==> src/rtl/rsp_pkg.sv <==
package rsp_pkg;

  typedef enum logic [1:0] {
    ST_IDLE = 2'd0,
    ST_RD   = 2'd1,
    ST_WR   = 2'd2
  } rmw_state_e;

  // Decoded correction for one symbol: up to two adjacent bytes
  typedef struct packed {
    logic       bad;
    logic       two;
    logic [7:0] xv_lo;
    logic [7:0] xv_hi;
  } patch_t;

endpackage

==> src/rtl/rsp_map.sv <==
module rsp_map
  import rsp_pkg::*;
#(
  parameter int SYM_W   = 12,
  parameter int POS_W   = 11,
  parameter int ADDR_W  = 12,
  parameter int MAX_POS = 1374
) (
  input  logic [POS_W-1:0]  pos_i,
  input  logic [SYM_W-1:0]  pat_i,
  output logic [ADDR_W-1:0] addr_o,
  output patch_t            patch_o
);

  localparam int NIB_W = SYM_W - 8;

  logic [POS_W+1:0]  tri_pos;
  logic [ADDR_W-1:0] half_pos;
  logic              out_of_range;
  logic              is_zero;

  assign tri_pos      = {2'b00, pos_i} + {1'b0, pos_i, 1'b0};
  assign half_pos     = ADDR_W'(tri_pos >> 1);
  assign out_of_range = pos_i > POS_W'(MAX_POS);
  assign is_zero      = pos_i == '0;

  always_comb begin
    addr_o  = half_pos;
    patch_o = '0;
    if (out_of_range) begin
      patch_o.bad = 1'b1;
    end else if (is_zero) begin
      // partial symbol: only the low byte maps to data
      addr_o        = '0;
      patch_o.bad   = |pat_i[SYM_W-1:8];
      patch_o.xv_lo = pat_i[7:0];
    end else if (pos_i[0]) begin
      patch_o.two   = 1'b1;
      patch_o.xv_lo = pat_i[SYM_W-1 -: 8];
      patch_o.xv_hi = {pat_i[NIB_W-1:0], {(8-NIB_W){1'b0}}};
    end else begin
      addr_o        = half_pos - ADDR_W'(1);
      patch_o.two   = 1'b1;
      patch_o.xv_lo = {{(8-NIB_W){1'b0}}, pat_i[SYM_W-1:8]};
      patch_o.xv_hi = pat_i[7:0];
    end
  end

endmodule

==> src/rtl/rsp_rmw.sv <==
module rsp_rmw
  import rsp_pkg::*;
#(
  parameter int ADDR_W = 12,
  parameter int DEPTH  = 2112
) (
  input  logic              clk_i,
  input  logic              rst_ni,
  input  logic              start_i,
  input  logic [ADDR_W-1:0] addr_i,
  input  patch_t            patch_i,
  output logic              busy_o,
  output logic              re_o,
  output logic [ADDR_W-1:0] raddr_o,
  input  logic [7:0]        rdata_i,
  output logic              we_o,
  output logic [ADDR_W-1:0] waddr_o,
  output logic [7:0]        wdata_o
);

  rmw_state_e        state_q;
  logic [ADDR_W-1:0] addr_q;
  logic [7:0]        xv_q;
  logic [7:0]        xv_next_q;
  logic              pend_q;

  always_ff @(posedge clk_i or negedge rst_ni) begin
    if (!rst_ni) begin
      state_q   <= ST_IDLE;
      addr_q    <= '0;
      xv_q      <= '0;
      xv_next_q <= '0;
      pend_q    <= 1'b0;
    end else begin
      unique case (state_q)
        ST_IDLE: begin
          if (start_i) begin
            addr_q    <= addr_i;
            xv_q      <= patch_i.xv_lo;
            xv_next_q <= patch_i.xv_hi;
            pend_q    <= patch_i.two;
            state_q   <= ST_RD;
          end
        end
        ST_RD: state_q <= ST_WR;
        ST_WR: begin
          if (pend_q) begin
            addr_q  <= addr_q + ADDR_W'(1);
            xv_q    <= xv_next_q;
            pend_q  <= 1'b0;
            state_q <= ST_RD;
          end else begin
            state_q <= ST_IDLE;
          end
        end
        default: state_q <= ST_IDLE;
      endcase
    end
  end

  assign busy_o  = state_q != ST_IDLE;
  assign re_o    = state_q == ST_RD;
  assign raddr_o = addr_q;
  assign we_o    = state_q == ST_WR;
  assign waddr_o = addr_q;
  assign wdata_o = rdata_i ^ xv_q;

  AST_WE_AFTER_RE: assert property (@(posedge clk_i) disable iff (!rst_ni)
    we_o |-> $past(re_o) && (waddr_o == $past(raddr_o)));
  AST_NO_START_BUSY: assert property (@(posedge clk_i) disable iff (!rst_ni)
    start_i |-> !busy_o);
  AST_ADDR_RANGE: assert property (@(posedge clk_i) disable iff (!rst_ni)
    re_o |-> (int'(raddr_o) < DEPTH));

endmodule

==> src/rtl/rsp_tally.sv <==
module rsp_tally #(
  parameter int MAX_ERR = 4,
  parameter int CNT_W   = 3
) (
  input  logic             clk_i,
  input  logic             rst_ni,
  input  logic             good_i,
  input  logic             bad_i,
  input  logic             end_i,
  output logic             full_o,
  output logic             result_valid_o,
  output logic [CNT_W-1:0] corr_cnt_o,
  output logic             fail_o
);

  logic [CNT_W-1:0] acc_cnt_q;
  logic             acc_fail_q;

  always_ff @(posedge clk_i or negedge rst_ni) begin
    if (!rst_ni) begin
      acc_cnt_q      <= '0;
      acc_fail_q     <= 1'b0;
      result_valid_o <= 1'b0;
      corr_cnt_o     <= '0;
      fail_o         <= 1'b0;
    end else begin
      result_valid_o <= end_i;
      if (end_i) begin
        fail_o     <= acc_fail_q;
        corr_cnt_o <= acc_fail_q ? '0 : acc_cnt_q;
        acc_cnt_q  <= '0;
        acc_fail_q <= 1'b0;
      end else begin
        if (good_i) acc_cnt_q  <= acc_cnt_q + CNT_W'(1);
        if (bad_i)  acc_fail_q <= 1'b1;
      end
    end
  end

  assign full_o = acc_cnt_q == CNT_W'(MAX_ERR);

  AST_CNT_LIMIT: assert property (@(posedge clk_i) disable iff (!rst_ni)
    int'(acc_cnt_q) <= MAX_ERR);
  AST_FAIL_ZERO_CNT: assert property (@(posedge clk_i) disable iff (!rst_ni)
    (result_valid_o && fail_o) |-> (corr_cnt_o == '0));

endmodule

==> src/rtl/rs_byte_patcher.sv <==
module rs_byte_patcher
  import rsp_pkg::*;
#(
  parameter int SYM_W       = 12,
  parameter int DATA_BYTES  = 2048,
  parameter int SPARE_BYTES = 64,
  parameter int MAX_POS     = 1374,
  parameter int MAX_ERR     = 4,
  localparam int DEPTH      = DATA_BYTES + SPARE_BYTES,
  localparam int ADDR_W     = $clog2(DEPTH),
  localparam int POS_W      = $clog2(MAX_POS + 1),
  localparam int CNT_W      = $clog2(MAX_ERR + 1)
) (
  input  logic              clk_i,
  input  logic              rst_ni,
  input  logic              pair_valid_i,
  output logic              pair_ready_o,
  input  logic              pair_end_i,
  input  logic [POS_W-1:0]  pair_pos_i,
  input  logic [SYM_W-1:0]  pair_pat_i,
  output logic              mem_re_o,
  output logic [ADDR_W-1:0] mem_raddr_o,
  input  logic [7:0]        mem_rdata_i,
  output logic              mem_we_o,
  output logic [ADDR_W-1:0] mem_waddr_o,
  output logic [7:0]        mem_wdata_o,
  output logic              result_valid_o,
  output logic [CNT_W-1:0]  corr_cnt_o,
  output logic              fail_o
);

  logic              busy;
  logic              accept;
  logic              take_pair;
  logic              take_end;
  logic              full;
  logic              fail_ev;
  logic              start;
  logic [ADDR_W-1:0] map_addr;
  patch_t            map_patch;

  assign pair_ready_o = !busy;
  assign accept       = pair_valid_i && pair_ready_o;
  assign take_pair    = accept && !pair_end_i;
  assign take_end     = accept && pair_end_i;
  assign fail_ev      = take_pair && (map_patch.bad || full);
  assign start        = take_pair && !map_patch.bad && !full;

  rsp_map #(
    .SYM_W  (SYM_W),
    .POS_W  (POS_W),
    .ADDR_W (ADDR_W),
    .MAX_POS(MAX_POS)
  ) u_map (
    .pos_i  (pair_pos_i),
    .pat_i  (pair_pat_i),
    .addr_o (map_addr),
    .patch_o(map_patch)
  );

  rsp_rmw #(
    .ADDR_W(ADDR_W),
    .DEPTH (DEPTH)
  ) u_rmw (
    .clk_i  (clk_i),
    .rst_ni (rst_ni),
    .start_i(start),
    .addr_i (map_addr),
    .patch_i(map_patch),
    .busy_o (busy),
    .re_o   (mem_re_o),
    .raddr_o(mem_raddr_o),
    .rdata_i(mem_rdata_i),
    .we_o   (mem_we_o),
    .waddr_o(mem_waddr_o),
    .wdata_o(mem_wdata_o)
  );

  rsp_tally #(
    .MAX_ERR(MAX_ERR),
    .CNT_W  (CNT_W)
  ) u_tally (
    .clk_i         (clk_i),
    .rst_ni        (rst_ni),
    .good_i        (start),
    .bad_i         (fail_ev),
    .end_i         (take_end),
    .full_o        (full),
    .result_valid_o(result_valid_o),
    .corr_cnt_o    (corr_cnt_o),
    .fail_o        (fail_o)
  );

  AST_BAD_NO_ACCESS: assert property (@(posedge clk_i) disable iff (!rst_ni)
    fail_ev |=> !mem_re_o && !mem_we_o);
  AST_READY_AFTER_START: assert property (@(posedge clk_i) disable iff (!rst_ni)
    start |=> !pair_ready_o);

endmodule

==> config.mk <==
export PLATFORM = sky130hd
export DESIGN_NAME = rs_byte_patcher
export DESIGN_NICKNAME = d
export VERILOG_FILES = /design/src/rtl/rsp_pkg.sv /design/src/rtl/rsp_map.sv /design/src/rtl/rsp_rmw.sv /design/src/rtl/rsp_tally.sv /design/src/rtl/rs_byte_patcher.sv
export SDC_FILE = /design/constraint.sdc
export NUM_CORES = 1
export LEC_CHECK = 0
export BUFFER_PORTS_ARGS = -buffer_cell sky130_fd_sc_hd__buf_2
export CORE_ASPECT_RATIO = 0.75
export CORE_MARGIN = 2
export CORE_UTILIZATION = 50
export CTS_CLUSTER_SIZE = 16
export DETAILED_ROUTE_END_ITERATION = 16
export PLACE_DENSITY_LB_ADDON = 0.2
export SKIP_LAST_GASP = 1
export SLEW_MARGIN = 20
export SYNTH_ARGS = -nofsm -noshare
export SYNTH_HDL_FRONTEND = slang
export SYNTH_HIERARCHICAL = 1
export SYNTH_SLANG_ARGS = --single-unit
==> constraint.sdc <==
create_clock -name clk_i -period 4.8 [get_ports clk_i]
set_input_delay 0.48 -clock clk_i [delete_from_list [all_inputs] [get_ports clk_i]]
set_output_delay 0.48 -clock clk_i [all_outputs]
set_load 0.02 [all_outputs]
==> results.sh <==
export IMPL_reg2reg_depth=8
export IMPL_core_um2=7300
export IMPL_hpwl_mm=6.64
export IMPL_drive_above_1_share_pct=25.8
export IMPL_critPathMaxFanout=33
export IMPL_fin_hold_ws_ns=0.314
export IMPL_fmax_ghz=0.312
export IMPL_cap_violations=0
export IMPL_yosysWarnings=6
export IMPL_yosys_area_top_type="dfrtp_1"
export IMPL_yosysSeqAreaShare_pct=26.7
export IMPL_p_int_uw=1040
export IMPL_p_per_area_nw_per_um2=472
export IMPL_grt_pass1_vias=2988
export IMPL_ff_latch_area_um2=1000
export IMPL_cts_tree="built"
export IMPL_critPathLaunch="pair_pos_i[0]"
export IMPL_finalClockSkew_ns=0.0143
export IMPL_fp_dieW_um=104
export IMPL_start_kind="input port"
export IMPL_fin_setup_tns_ns=0
export IMPL_place_gp_congestion=0.906
export IMPL_finalMaxSlewViolations=0
export IMPL_setup_viol=0
export IMPL_detailedPlace_worstSlack_ns=1.34
export IMPL_crit_path_end="u_rmw/raddr_o[0]"
export IMPL_finalCritPeriodShare_pct=66.7
export IMPL_wl_per_cell_um=15.3
export IMPL_cts_htree_levels=2
export IMPL_clockBufferDepth=2
export IMPL_dieArea_um2=8210
export IMPL_rsz0062_at_grt="no"
export IMPL_synth_nets=501
export IMPL_cp_end_kind="flop"
export IMPL_wirelength_mm=8.96
export IMPL_p_clk_share_pct=15.0
export IMPL_critical_path_required_ns=5.03
export IMPL_root_buffer="clkbuf_8"
export IMPL_synth_edf_count=0
export IMPL_numPortBuffers=74
export IMPL_grt_max_degree=41
export IMPL_p_leak_uw=0.00189
export IMPL_synth_seq_cells=40
export IMPL_vias_per_cell=5.73
export IMPL_ys_types=71
export IMPL_comb_power_share_pct=52.9
export IMPL_synth_area_top_cells="dfrtp_1 (27%), ha_1 (9.3%), a21oi_1 (4.1%)"
export IMPL_overflow=0
export IMPL_switching_share_pct=46.6
export IMPL_r2r_start="u_rmw/state_q[1]"
export IMPL_rows=27
export IMPL_finalPower_uw=1950
export IMPL_syn_area_per_cell_um2=8.58
export IMPL_grt_pass1_wl_mm=14.8
export IMPL_antenna_cells=0
export IMPL_ioPinCount=75
export IMPL_slew_limit_headroom_pct=38.5
export IMPL_ctsResizeCount=0
export IMPL_ant_nets=0
export IMPL_start_util_pct=51.4
export IMPL_postCtsSetupRepairBufs=0
export IMPL_status="finished clean"
export IMPL_syn_to_final_growth_pct=10.2
export IMPL_tightest_slew_ns=0.923
export IMPL_die_y_um=79.0
export IMPL_min_period_ns=3.20
export IMPL_seq_power_share_pct=32.0
export IMPL_arrival_ns=3.43
export IMPL_clk_latency_ns=0.30
export IMPL_num_vias=3355
export IMPL_clk_pin_slew_ns=0.09
export IMPL_min_path_type="in -> async"
export IMPL_cts_buffers=5
export IMPL_power_switching_uw=908
export IMPL_first_pass_iters=5
export IMPL_yosys_most_used_dff="dfrtp_1"
export IMPL_finalHoldViolations=0
export IMPL_fin_ws_ns=1.60
export IMPL_rrSetupSlack_ns=2.08
export IMPL_multi_input_area_um2=2390
export IMPL_antenna_found_initial=0
export IMPL_cts_sinks=40
export IMPL_cts_hold_buf=0
export IMPL_track_usage_pct=22.1
export IMPL_drc=0
export IMPL_fillers=682
export IMPL_ir_drop_v=0.000190
export IMPL_synthArstFlopShare_pct=100
export IMPL_crit_type="in -> reg"
export IMPL_r2r_end="u_rmw/raddr_o[0]"
export IMPL_finalNetCount=548
export IMPL_synth_area_um2=3750
export IMPL_syn_inst=437
export IMPL_drtIter0Drc=255
export IMPL_yosys_area_top_type_share_pct=26.7
## synth_stat cells (all sizes together) (2+ instances only)
| cell type | number |
|---|---|
| nand4b | 2 |
| nand3 | 18 |
| a31oi | 14 |
| xor2 | 10 |
| a2bb2oi | 7 |
| nand2 | 41 |
| o311ai | 2 |
| clkbuf | 7 |
| o21bai | 3 |
| nand2b | 3 |
| xnor2 | 6 |
| o21a | 2 |
| nor2b | 2 |
| and2b | 2 |
| and2 | 3 |
| nand3b | 7 |
| or2 | 2 |
| nand4 | 7 |
| o21ai | 27 |
| nor2 | 35 |
| mux2i | 12 |
| buf | 29 |
| nor4 | 2 |
| mux2 | 13 |
| o22ai | 8 |
| a211oi | 5 |
| a21o | 3 |
| o32ai | 3 |
| ha | 28 |
| nor3 | 4 |
| a21oi | 35 |
| dfrtp | 40 |
| inv | 25 |
| o221ai | 2 |
| and3 | 10 |
## how the worst min path moves through the flow
stage	from	to	slack [ns]
global placement	u_tally/fail_o	u_tally/fail_o	0.49
detailed placement	u_rmw/xv_next_q[3]	u_rmw/xv_next_q[3]	0.50
CTS	rst_ni	u_rmw/raddr_o[7]	0.34
global route	rst_ni	u_rmw/raddr_o[10]	0.39
floorplan	rst_ni	u_rmw/pend_q	0.18
finish	rst_ni	u_rmw/raddr_o[9]	0.31
## per-stage QoR
| step | cells | instance area, um2 | utilization [%] |
|---|---|---|---|
| 2_1_floorplan | 437 | 3750 | - |
| 3_3_place_gp | 578 | 4010 | 55.0 |
| 3_5_place_dp | 578 | 4010 | 55.0 |
| 4_1_cts | 586 | 4130 | 56.6 |
| 5_1_grt | 586 | 4130 | 56.6 |
| 6_report | 586 | 4130 | 56.6 |
## critical path: stages
cell and delay [ns]:
buf_2 0.23, inv_1 0.26, ha_1 0.22, nand4_1 0.13, o22ai_1 0.17, buf_4 0.21, o21ai_0 0.21, nor3_2 0.45
mux2i_1 0.12, or2_1 0.41, clkinv_8 0.24, o21ai_0 0.13, o21ai_0 0.16
## power groups by stage
stage | logic, uW | clock network, uW | registers (uW)
after floorplan | 788 | 0 | 673
after global routing | 1130 | 315 | 651
after detailed placement | 1030 | 0 | 631
after CTS | 1030 | 300 | 625
after global placement | 1020 | 0 | 623
final | 1030 | 293 | 624
## sequential cells by signal, indices dropped and copies added (netlist names)
register and count:
u_rmw/xv_next_q 8, u_rmw/xv_q 8, u_tally/fail_o 1, u_tally/result_valid_o 1, u_rmw/state_q 2, u_rmw/raddr_o 12
u_tally/acc_fail_q 1, u_tally/acc_cnt_q 3, u_tally/corr_cnt_o 3, u_rmw/pend_q 1
## routing by layer
layer | vias to the layer above | share of wire [%] | GRT usage [%]
li1 | 1656 | - | -
met1 | 1584 | 51 | 32.6
met2 | 106 | 43 | 34.3
met3 | 9 | 4.5 | 2.87
met4 | 0 | 1.1 | 5.68
met5 | - | 0 | 0
## area by class of cell
| type | instances | area share [%] |
|---|---|---|
| tap | 101 | 3.06 |
| sequential | 40 | 24.2 |
| clock buffer | 5 | 1.67 |
| multi-input combinational | 335 | 57.9 |
| clock inverter | 3 | 1.12 |
| timing repair buffer | 76 | 9.34 |
| inverter | 26 | 2.67 |
## placed cells by master, fill, tap and decap left out, drive strengths merged, types with 4 or more instances in the layout
master,count
xnor2,6
o22ai,8
a2bb2oi,7
nand3,18
nand2,41
dfrtp,40
xor2,10
nor2,35
clkbuf,5
nand4,7
a211oi,5
nor3,4
inv,26
o21ai,27
buf,76
mux2i,12
ha,28
and3,10
a31oi,14
a21oi,35
nand3b,7
mux2,13
## cells by family after synthesis
group | synth area share, %
flops | 26.7
compound gates | 23.3
buf+inv | 9.52
xor+xnor | 3.74
fa+ha+maj | 9.88
simple gates | 19.8
mux | 7.11
No activity file was read; power rests on OpenSTA's default activity.
